### src/rtl/entropy_sampler_ctrl.sv
module entropy_sampler_ctrl #(
  parameter int SET_CELLS = 8,
  parameter int NUM_SETS  = 32,
  parameter int NUM_SRC   = 3,
  parameter int WORD_W    = 32
) (
  input  logic                                   clk,
  input  logic                                   rst_n,
  input  logic                                   cfg_empty,
  input  logic [31:0]                            cfg_word,
  output logic                                   cfg_rd,
  input  logic [NUM_SRC*NUM_SETS*SET_CELLS-1:0]  cells,
  output logic                                   cell_assert,
  output logic [3:0]                             accum_min,
  output logic [WORD_W-1:0]                      word_data,
  output logic                                   word_valid
);
  localparam int SET_W = $clog2(NUM_SETS);
  localparam int CNT_W = $clog2(WORD_W);

  logic [3:0]       ph_init, ph_trans, ph_cnt;
  logic [SET_W-1:0] set_last;
  logic [1:0]       src_q;
  logic             vnc_en, configured, in_init;
  logic             bit_q, bit_v, mix;
  logic             have_first, first_bit, take, take_bit;
  logic [CNT_W-1:0] pk_cnt;
  logic [WORD_W-1:0] shreg;
  logic [NUM_SRC-1:0][NUM_SETS-1:0] set_par;

  assign cfg_rd      = !cfg_empty;
  assign cell_assert = configured && in_init;

  // configuration capture
  always_ff @(posedge clk) begin
    if (!rst_n) begin
      ph_init <= '0; ph_trans <= '0; set_last <= '0;
      src_q <= '0; vnc_en <= 1'b0; accum_min <= '0;
    end else if (cfg_rd) begin
      ph_init   <= cfg_word[3:0];
      ph_trans  <= cfg_word[7:4];
      set_last  <= cfg_word[8 +: SET_W];
      src_q     <= (cfg_word[14:13] >= 2'(NUM_SRC)) ? 2'd0 : cfg_word[14:13];
      vnc_en    <= cfg_word[15];
      accum_min <= cfg_word[19:16];
    end
  end

  // per-set parity
  for (genvar s = 0; s < NUM_SRC; s++) begin : g_src
    for (genvar j = 0; j < NUM_SETS; j++) begin : g_set
      assign set_par[s][j] = ^cells[(s*NUM_SETS+j)*SET_CELLS +: SET_CELLS];
    end
  end

  always_comb begin
    mix = 1'b0;
    for (int j = 0; j < NUM_SETS; j++)
      if (SET_W'(j) <= set_last) mix = mix ^ set_par[src_q][j];
  end

  // phase sequencer and output bit register
  always_ff @(posedge clk) begin
    if (!rst_n) begin
      configured <= 1'b0; in_init <= 1'b0; ph_cnt <= '0;
      bit_q <= 1'b0; bit_v <= 1'b0;
    end else if (cfg_rd) begin
      configured <= 1'b1; in_init <= 1'b1; ph_cnt <= '0; bit_v <= 1'b0;
    end else begin
      bit_v <= 1'b0;
      if (configured) begin
        if (in_init) begin
          if (ph_cnt == ph_init) begin in_init <= 1'b0; ph_cnt <= '0; end
          else ph_cnt <= ph_cnt + 4'd1;
        end else if (ph_cnt == ph_trans) begin
          in_init <= 1'b1; ph_cnt <= '0; bit_q <= mix; bit_v <= 1'b1;
        end else ph_cnt <= ph_cnt + 4'd1;
      end
    end
  end

  // corrector and packer
  assign take     = bit_v && (!vnc_en || (have_first && (first_bit != bit_q)));
  assign take_bit = vnc_en ? first_bit : bit_q;

  always_ff @(posedge clk) begin
    if (!rst_n || cfg_rd) begin
      have_first <= 1'b0; first_bit <= 1'b0; pk_cnt <= '0;
      shreg <= '0; word_valid <= 1'b0;
      if (!rst_n) word_data <= '0;
    end else begin
      word_valid <= 1'b0;
      if (bit_v && vnc_en) begin
        have_first <= !have_first;
        if (!have_first) first_bit <= bit_q;
      end
      if (take) begin
        shreg <= {shreg[WORD_W-2:0], take_bit};
        if (pk_cnt == CNT_W'(WORD_W-1)) begin
          word_data  <= {shreg[WORD_W-2:0], take_bit};
          word_valid <= 1'b1;
          pk_cnt     <= '0;
        end else pk_cnt <= pk_cnt + CNT_W'(1);
      end
    end
  end

  AST_CFG_HOLD: assert property (@(posedge clk) disable iff (!rst_n)
    !$past(cfg_rd) |-> $stable({accum_min, vnc_en, src_q, set_last, ph_init, ph_trans}));
  AST_IDLE_QUIET: assert property (@(posedge clk) disable iff (!rst_n)
    !configured |-> !word_valid && !bit_v);
  AST_SAMPLE_AFTER_TRANSIT: assert property (@(posedge clk) disable iff (!rst_n)
    bit_v |-> !$past(cell_assert));
  AST_SOURCE_RANGE: assert property (@(posedge clk) disable iff (!rst_n)
    src_q < 2'(NUM_SRC));
  AST_BYPASS_COUNT: assert property (@(posedge clk) disable iff (!rst_n)
    bit_v && !vnc_en && !cfg_rd |=> word_valid || pk_cnt == $past(pk_cnt) + CNT_W'(1));
  AST_WORD_PULSE: assert property (@(posedge clk) disable iff (!rst_n)
    word_valid |=> !word_valid);
  AST_DISCARD_EQUAL: assert property (@(posedge clk) disable iff (!rst_n)
    bit_v && vnc_en && have_first && (first_bit == bit_q) && !cfg_rd
    |=> $stable(pk_cnt) && !word_valid);
endmodule

### config.mk
export PLATFORM = sky130hd
export DESIGN_NAME = entropy_sampler_ctrl
export DESIGN_NICKNAME = d
export VERILOG_FILES = /design/src/rtl/entropy_sampler_ctrl.sv
export SDC_FILE = /design/constraint.sdc
export NUM_CORES = 1
export LEC_CHECK = 0
export ABC_AREA = 1
export BUFFER_PORTS_ARGS = -buffer_cell sky130_fd_sc_hd__buf_2
export CORE_AREA = 3 3 330 332
export CTS_BUF_LIST = sky130_fd_sc_hd__clkbuf_16
export DETAILED_ROUTE_END_ITERATION = 12
export DIE_AREA = 0 0 333 335
export PLACE_DENSITY_LB_ADDON = 0.2
export SETUP_SLACK_MARGIN = 0.5
export SYNTH_ARGS = -nofsm -noshare
export SYNTH_HDL_FRONTEND = slang
export SYNTH_SLANG_ARGS = --single-unit
### constraint.sdc
create_clock -name clk -period 5 [get_ports clk]
set_input_delay 0.75 -clock clk [delete_from_list [all_inputs] [get_ports clk]]
set_output_delay 0.75 -clock clk [all_outputs]
set_load 0.05 [all_outputs]
Word-level counts from Yosys, hierarchy flattened:

Index checks and enable logic that the tools add are counted.

* shift-type cells: 0
* order comparisons: 34
* divide/modulo/power cells: 0
* $mul: 0
* bitwise operators: 37
* equal/unequal tests: 6
* $add $sub $neg: 2
* mux-type cells: 50
* reductions and logical operators: 114

Operator list (number)
* $reduce_xor 8->1: 96
* $mux 32: 5
* $le 5x5->1 const A: 16
* $bmux 32 s2: 1
* $le 4x5->1 const A: 8
* $mux 1: 39
* $xor 1x1->1: 31
* $le 3x5->1 const A: 4
* $mux 4: 3
* $le 1x5->1 const A: 2
* $le 2x5->1 const A: 2
* $eq 4x4->1: 2
* $not 1->1: 6
* $add 5x1->5 const B: 1
* $eq 5x5->1 const B: 1
* $mux 5: 1
* $add 4x1->4 const B: 1
* $logic_and 1x1->1: 4
* $logic_not 1->1: 4
* $reduce_and 2->1: 2
* $reduce_and 4->1: 1
* $reduce_bool 2->1: 2
* $reduce_or 4->1: 1
* $lt 2x3->1 const B: 1
* 8 further kinds: 9

* ROM bits: 0
* latch bits: 0
* memories: 0
* bits of input ports: 803
* memory bits (writable): 0
* output and inout port bits: 39
* logic and storage cells: 260
* flip-flop bits (word level): 99

Depth between registers and ports, before layout:

* word-level depth: 66
* depth in mapped cells: 26
* depth with buffers taken out: 26

Worst setup path after synthesis:

OpenSTA, ideal clock, no wires.

* path type: input -> register
* start: in cfg_empty
* end: reg word_data[0] (enable)
* required time: 4.534 ns
* slack: 1.203 ns
* setup time: 0.466 ns
* data arrival time: 3.332 ns
* stages: 2
* buffers on the path: 0
* cell sequence: inv_1 o21ai_0

* word-level cells in the longest chain between the ends: 4
* elaborated cells on any way between the ends: 6
* those cells by class: 1 x eq/ne; 5 x reduce/logical

Ends and longest elaborated chain
* from (decl): RTL line 9 `input logic cfg_empty,`
* $logic_not 1->1 (*): RTL line 31 `assign cfg_rd = !cfg_empty;`
* $logic_or 1x1->1 (*): RTL line 87 `if (!rst_n || cfg_rd) begin`
* $ne 2x2->1 (no source line) or $reduce_bool 2->1 (tied branches)
* $reduce_and 3->1 (no source line) (*)
* to (signal assigned): RTL line 100 `word_data <= {shreg[WORD_W-2:0], take_bit};`
* to (decl): RTL line 15 `output logic [WORD_W-1:0] word_data,`

Every way passes the cells marked *; elsewhere a longest branch is shown, timed or not.
A chain may end at the register's enable or synchronous reset.

Final worst setup path:

* start: in cells[1]
* end: reg bit_q

* word-level cells in the longest chain between the ends: 66

Ends and longest elaborated chain
* from (decl): RTL line 12 `input logic [NUM_SRC*NUM_SETS*SET_CELLS-1:0] cells,`
* $reduce_xor 8->1 (*): RTL line 52 `assign set_par[s][j] = ^cells[(s*NUM_SETS+j)*SET_CELLS +: SET_CELLS];`
* $bmux 32 s2 (*): RTL line 59 `if (SET_W'(j) <= set_last) mix = mix ^ set_par[src_q][j];`
* $mux 32 (*)
* $mux 1 (*): RTL line 59
* $xor 1x1->1: RTL line 59
* $mux 1 (*): RTL line 59
* $xor 1x1->1: RTL line 59
* $mux 1 (*): RTL line 59
* (+50 left out)
* $xor 1x1->1: RTL line 59
* $mux 1 (*): RTL line 59
* $xor 1x1->1: RTL line 59
* $mux 1 (*): RTL line 59
* $xor 1x1->1: RTL line 59
* $mux 1 (*): RTL line 59
* $xor 1x1->1: RTL line 59
* $mux 1 (*): RTL line 59
* to (signal assigned): RTL line 66 `bit_q <= 1'b0; bit_v <= 1'b0;`
* to (signal assigned): RTL line 76 `in_init <= 1'b1; ph_cnt <= '0; bit_q <= mix; bit_v <= 1'b1;`
* to (decl): RTL line 25 `logic bit_q, bit_v, mix;`

Every way passes the cells marked *; elsewhere a longest branch is shown, timed or not. The select of a mux whose other input is x is not followed.

==> impl_results.md <==
- Status: finished clean
- CTS resizes: 0
- Vias per Instance: 3.637
- Hold WC Path Type: reg -> reg
- GP Congestion: 0.7884
- CTS tree: yes
- Hold Buf Count CTS: 0
- Synth cell types: 42
- Die height: 335 um
- Share of post-route cells with drive strength above 1: 25.58%
- Largest net degree at the start of global routing: 69
- # nets final: 4304
- Synth Register Bits: 99
- Hold Slack: 0.4619 ns
- Initial antenna violation count: 25
- Initial DRT Pass Iterations: 4
- First-pass GRT wire length: 102800 um
- Final setup vio count: 0
- WL/cell: 14.56 um
- Worst Path Arrival: 3.25 ns
- Largest stage delay on the critical path: 0.48 ns
- Row count: 120
- CP endpoint kind: flop
- Routed Antenna Nets: 0
- Boundary pin count: 842
- Final non-filler cell total: 4919
- Via Count: 17.89k
- Flop2flop setup slack: 2.12 ns
- Req. time, crit path: 5.30 ns
- CTS root buf: clkbuf_16
- Period minus WS final: 2.944 ns
- Worst setup path class: in -> reg
- Total wire length: 71620 um
- Worst Path Max Fanout: 2
- Clk sinks: 99
- Fillers: 12.45k
- Initial core utilization: 14.54%
- Number of flops mapped to enable cells by yosys: 32
- Die width: 333 um
- Dpl cells: 4890
- Worst path cell trace: buf_2 > xnor2_1 > inv_1 > nand2_1 > nand2_1 > nand2_1 > nand3_1 > nand3_1 > nand2_1 > nand3_1 > nand2_1 > nand2_1 > nand2_1 > xnor2_1 > nand3_1 > nand2_2 > inv_2 > nand2_1 > nand2_1 > a21oi_2
- Sequential-to-total area share from yosys stat: 14.85%
- Setup Skew: 0.01071 ns
- Max VDD drop: 0.1593 mV
- Clk Latency, worst-skew pair: 0.37 ns
- Multi-input gate area in the final layout: 11910 um2
- Setup TNS: 0 ns
- Unrepaired setup endpoints after global routing: no
- Hpwl dp: 64510 um
- GRT overflow: 0
- Synth async-reset ratio: 0%
- Cell area after synthesis: 15500 um2
- IO buf count: 829
- Fin. Hold Viols: 0
- Max-slew violations: 0
- F_max: 0.3397 GHz
- Util after Layout: 20.30%
- CP startpoint kind: input port
- Leakage: 11.60 nW
- DRC violations left: 0
- Area delta synth->final: 39.57%
- Initial drt markers: 558
- Number of buffers created by CTS: 9
- Number of setup buffers added after CTS: 0
- Period utilisation layout: 58.88%
- Ys flop type: dfxtp_1
- Area of the die: 111600 um2
- Worst slew pin tran: 0.9924 ns
- Synth warnings: 0
- Slew Limit Headroom: 33.77%
- Syn Area/Cell: 5.766 um2
- CP most frequent cell: nand2_1
- Slowest cell on crit path: nand3_1
- Clk buf depth: 2
- Core area: 106600 um2
- Register area: 2310 um2
- PwrDens: 170.2 nW/um2
- Cells after Synth: 2689
- MaxCap Viol Count: 0
- Vias in the first global route: 17.34k
- Clk slew on worst S/H paths: 0.07 ns
- H-tree Lvls: 3
- Post-Syn Nets: 3495
- Global Route Usage Sum: 12.25%
==> sequential cells by signal, indices dropped and copies added, names as in the netlist, 2 cells and up <==
| signal | flops |
|---|---|
| word_data | 32 |
| shreg | 31 |
| pk_cnt | 5 |
| set_last | 5 |
| accum_min | 4 |
| ph_cnt | 4 |
| ph_init | 4 |
| ph_trans | 4 |
| src_q | 2 |
==> layout make-up <==
cell class	instances	area share (%)
diodes	13	0.1503
clock buffers	9	1.041
clock inverters	7	0.3874
inverters	295	5.129
multi-input cells	2257	55.03
flip-flops and latches	99	10.67
well taps	1403	8.113
repair buffers	836	19.47
==> path summary, 6_finish.rpt <==
kind | from | endpoint | cells after the start
max | cells[1] | bit_q | 20
min | shreg[30] | shreg[30] | 2
max reg2reg | src_q[0] | bit_q | 15
min reg2reg | shreg[30] | shreg[30] | 2
==> report_power, final <==
| part | switching [mW] | total (mW) | internal, mW | leakage, nW |
|---|---|---|---|---|
| logic | 1.22 | 2.07 | 0.856 | 10.6 |
| registers | 0.0229 | 0.873 | 0.850 | 0.876 |
| clock network | 0.375 | 0.736 | 0.361 | 0.152 |
==> cells in the mapped netlist, types with 7 or more instances <==
cell | n | share of area, %
nand2_2 | 14 | 0.56
nand3_1 | 159 | 5.1
inv_1 | 281 | 6.8
inv_2 | 13 | 0.31
xor2_1 | 214 | 12
nand2_1 | 1166 | 28
a22o_1 | 9 | 0.51
nand4_1 | 8 | 0.32
edfxtp_1 | 32 | 6.2
a21oi_1 | 63 | 2.0
nor2_1 | 167 | 4.0
nor3_1 | 7 | 0.23
xnor2_1 | 346 | 20
o21ai_0 | 61 | 2.0
dfxtp_1 | 67 | 8.7
o21ai_1 | 9 | 0.29
buf_2 | 10 | 0.32
or2_1 | 7 | 0.28
clkbuf_1 | 20 | 0.48
==> kinds of logic (layout without fill, tap and decap cells) <==
logic type                 count (synthesis)  in the layout  synth area share [%]
and+or+nand+nor                         1536           1536                 39.13
xor gates and xnor gates                 561            561                 31.74
buffers and inverters                    333           1147                 8.417
other                                      0             13                     0
adders and majority gates                  3              3                0.2421
AOI/OAI and AO/OA                        156            156                 5.561
DFF                                       99             99                 14.85
muxes                                      1              1               0.06457
==> per-layer routing <==
| metal | GRT usage [%] | wire, um |
|---|---|---|
| met1 | 14.61 | 30230 |
| met2 | 23.02 | 36600 |
| met3 | 2.543 | 3964 |
| met4 | 1.444 | 751 |
| met5 | 0 | 79 |
==> placed cells by master, fill, tap and decap left out, types with 6 or more instances in the layout <==
| master | n |
|---|---|
| a21oi_1 | 63 |
| a22o_1 | 9 |
| buf_2 | 829 |
| buf_4 | 6 |
| clkbuf_16 | 9 |
| dfxtp_1 | 65 |
| diode_2 | 13 |
| edfxtp_1 | 32 |
| inv_1 | 281 |
| inv_2 | 12 |
| nand2_1 | 1164 |
| nand2_2 | 16 |
| nand3_1 | 159 |
| nand4_1 | 8 |
| nor2_1 | 166 |
| nor3_1 | 7 |
| o21ai_0 | 60 |
| o21ai_1 | 9 |
| or2_1 | 7 |
| xnor2_1 | 346 |
| xor2_1 | 214 |
==> per-stage QoR <==
stage / power [mW] / area, um2 / setup WS (ns)
after floorplan: 2.149 / 15500 / 1.203
after global placement: 3.006 / 21300 / 1.564
after detailed placement: 3.025 / 21300 / 1.594
after CTS: 3.786 / 21610 / 1.847
after global routing: 4.073 / 21620 / 1.732
final: 3.683 / 21640 / 2.056
==> critical path, delay by kind of cell <==
kind / cells / cell delay (ns)
AO/OA/AOI/OAI: 1 / 0.12
AND/OR/NAND/NOR: 14 / 1.66
XOR/XNOR: 2 / 0.49
buffers and inverters: 3 / 0.19
(Power assumes the default switching activity.)
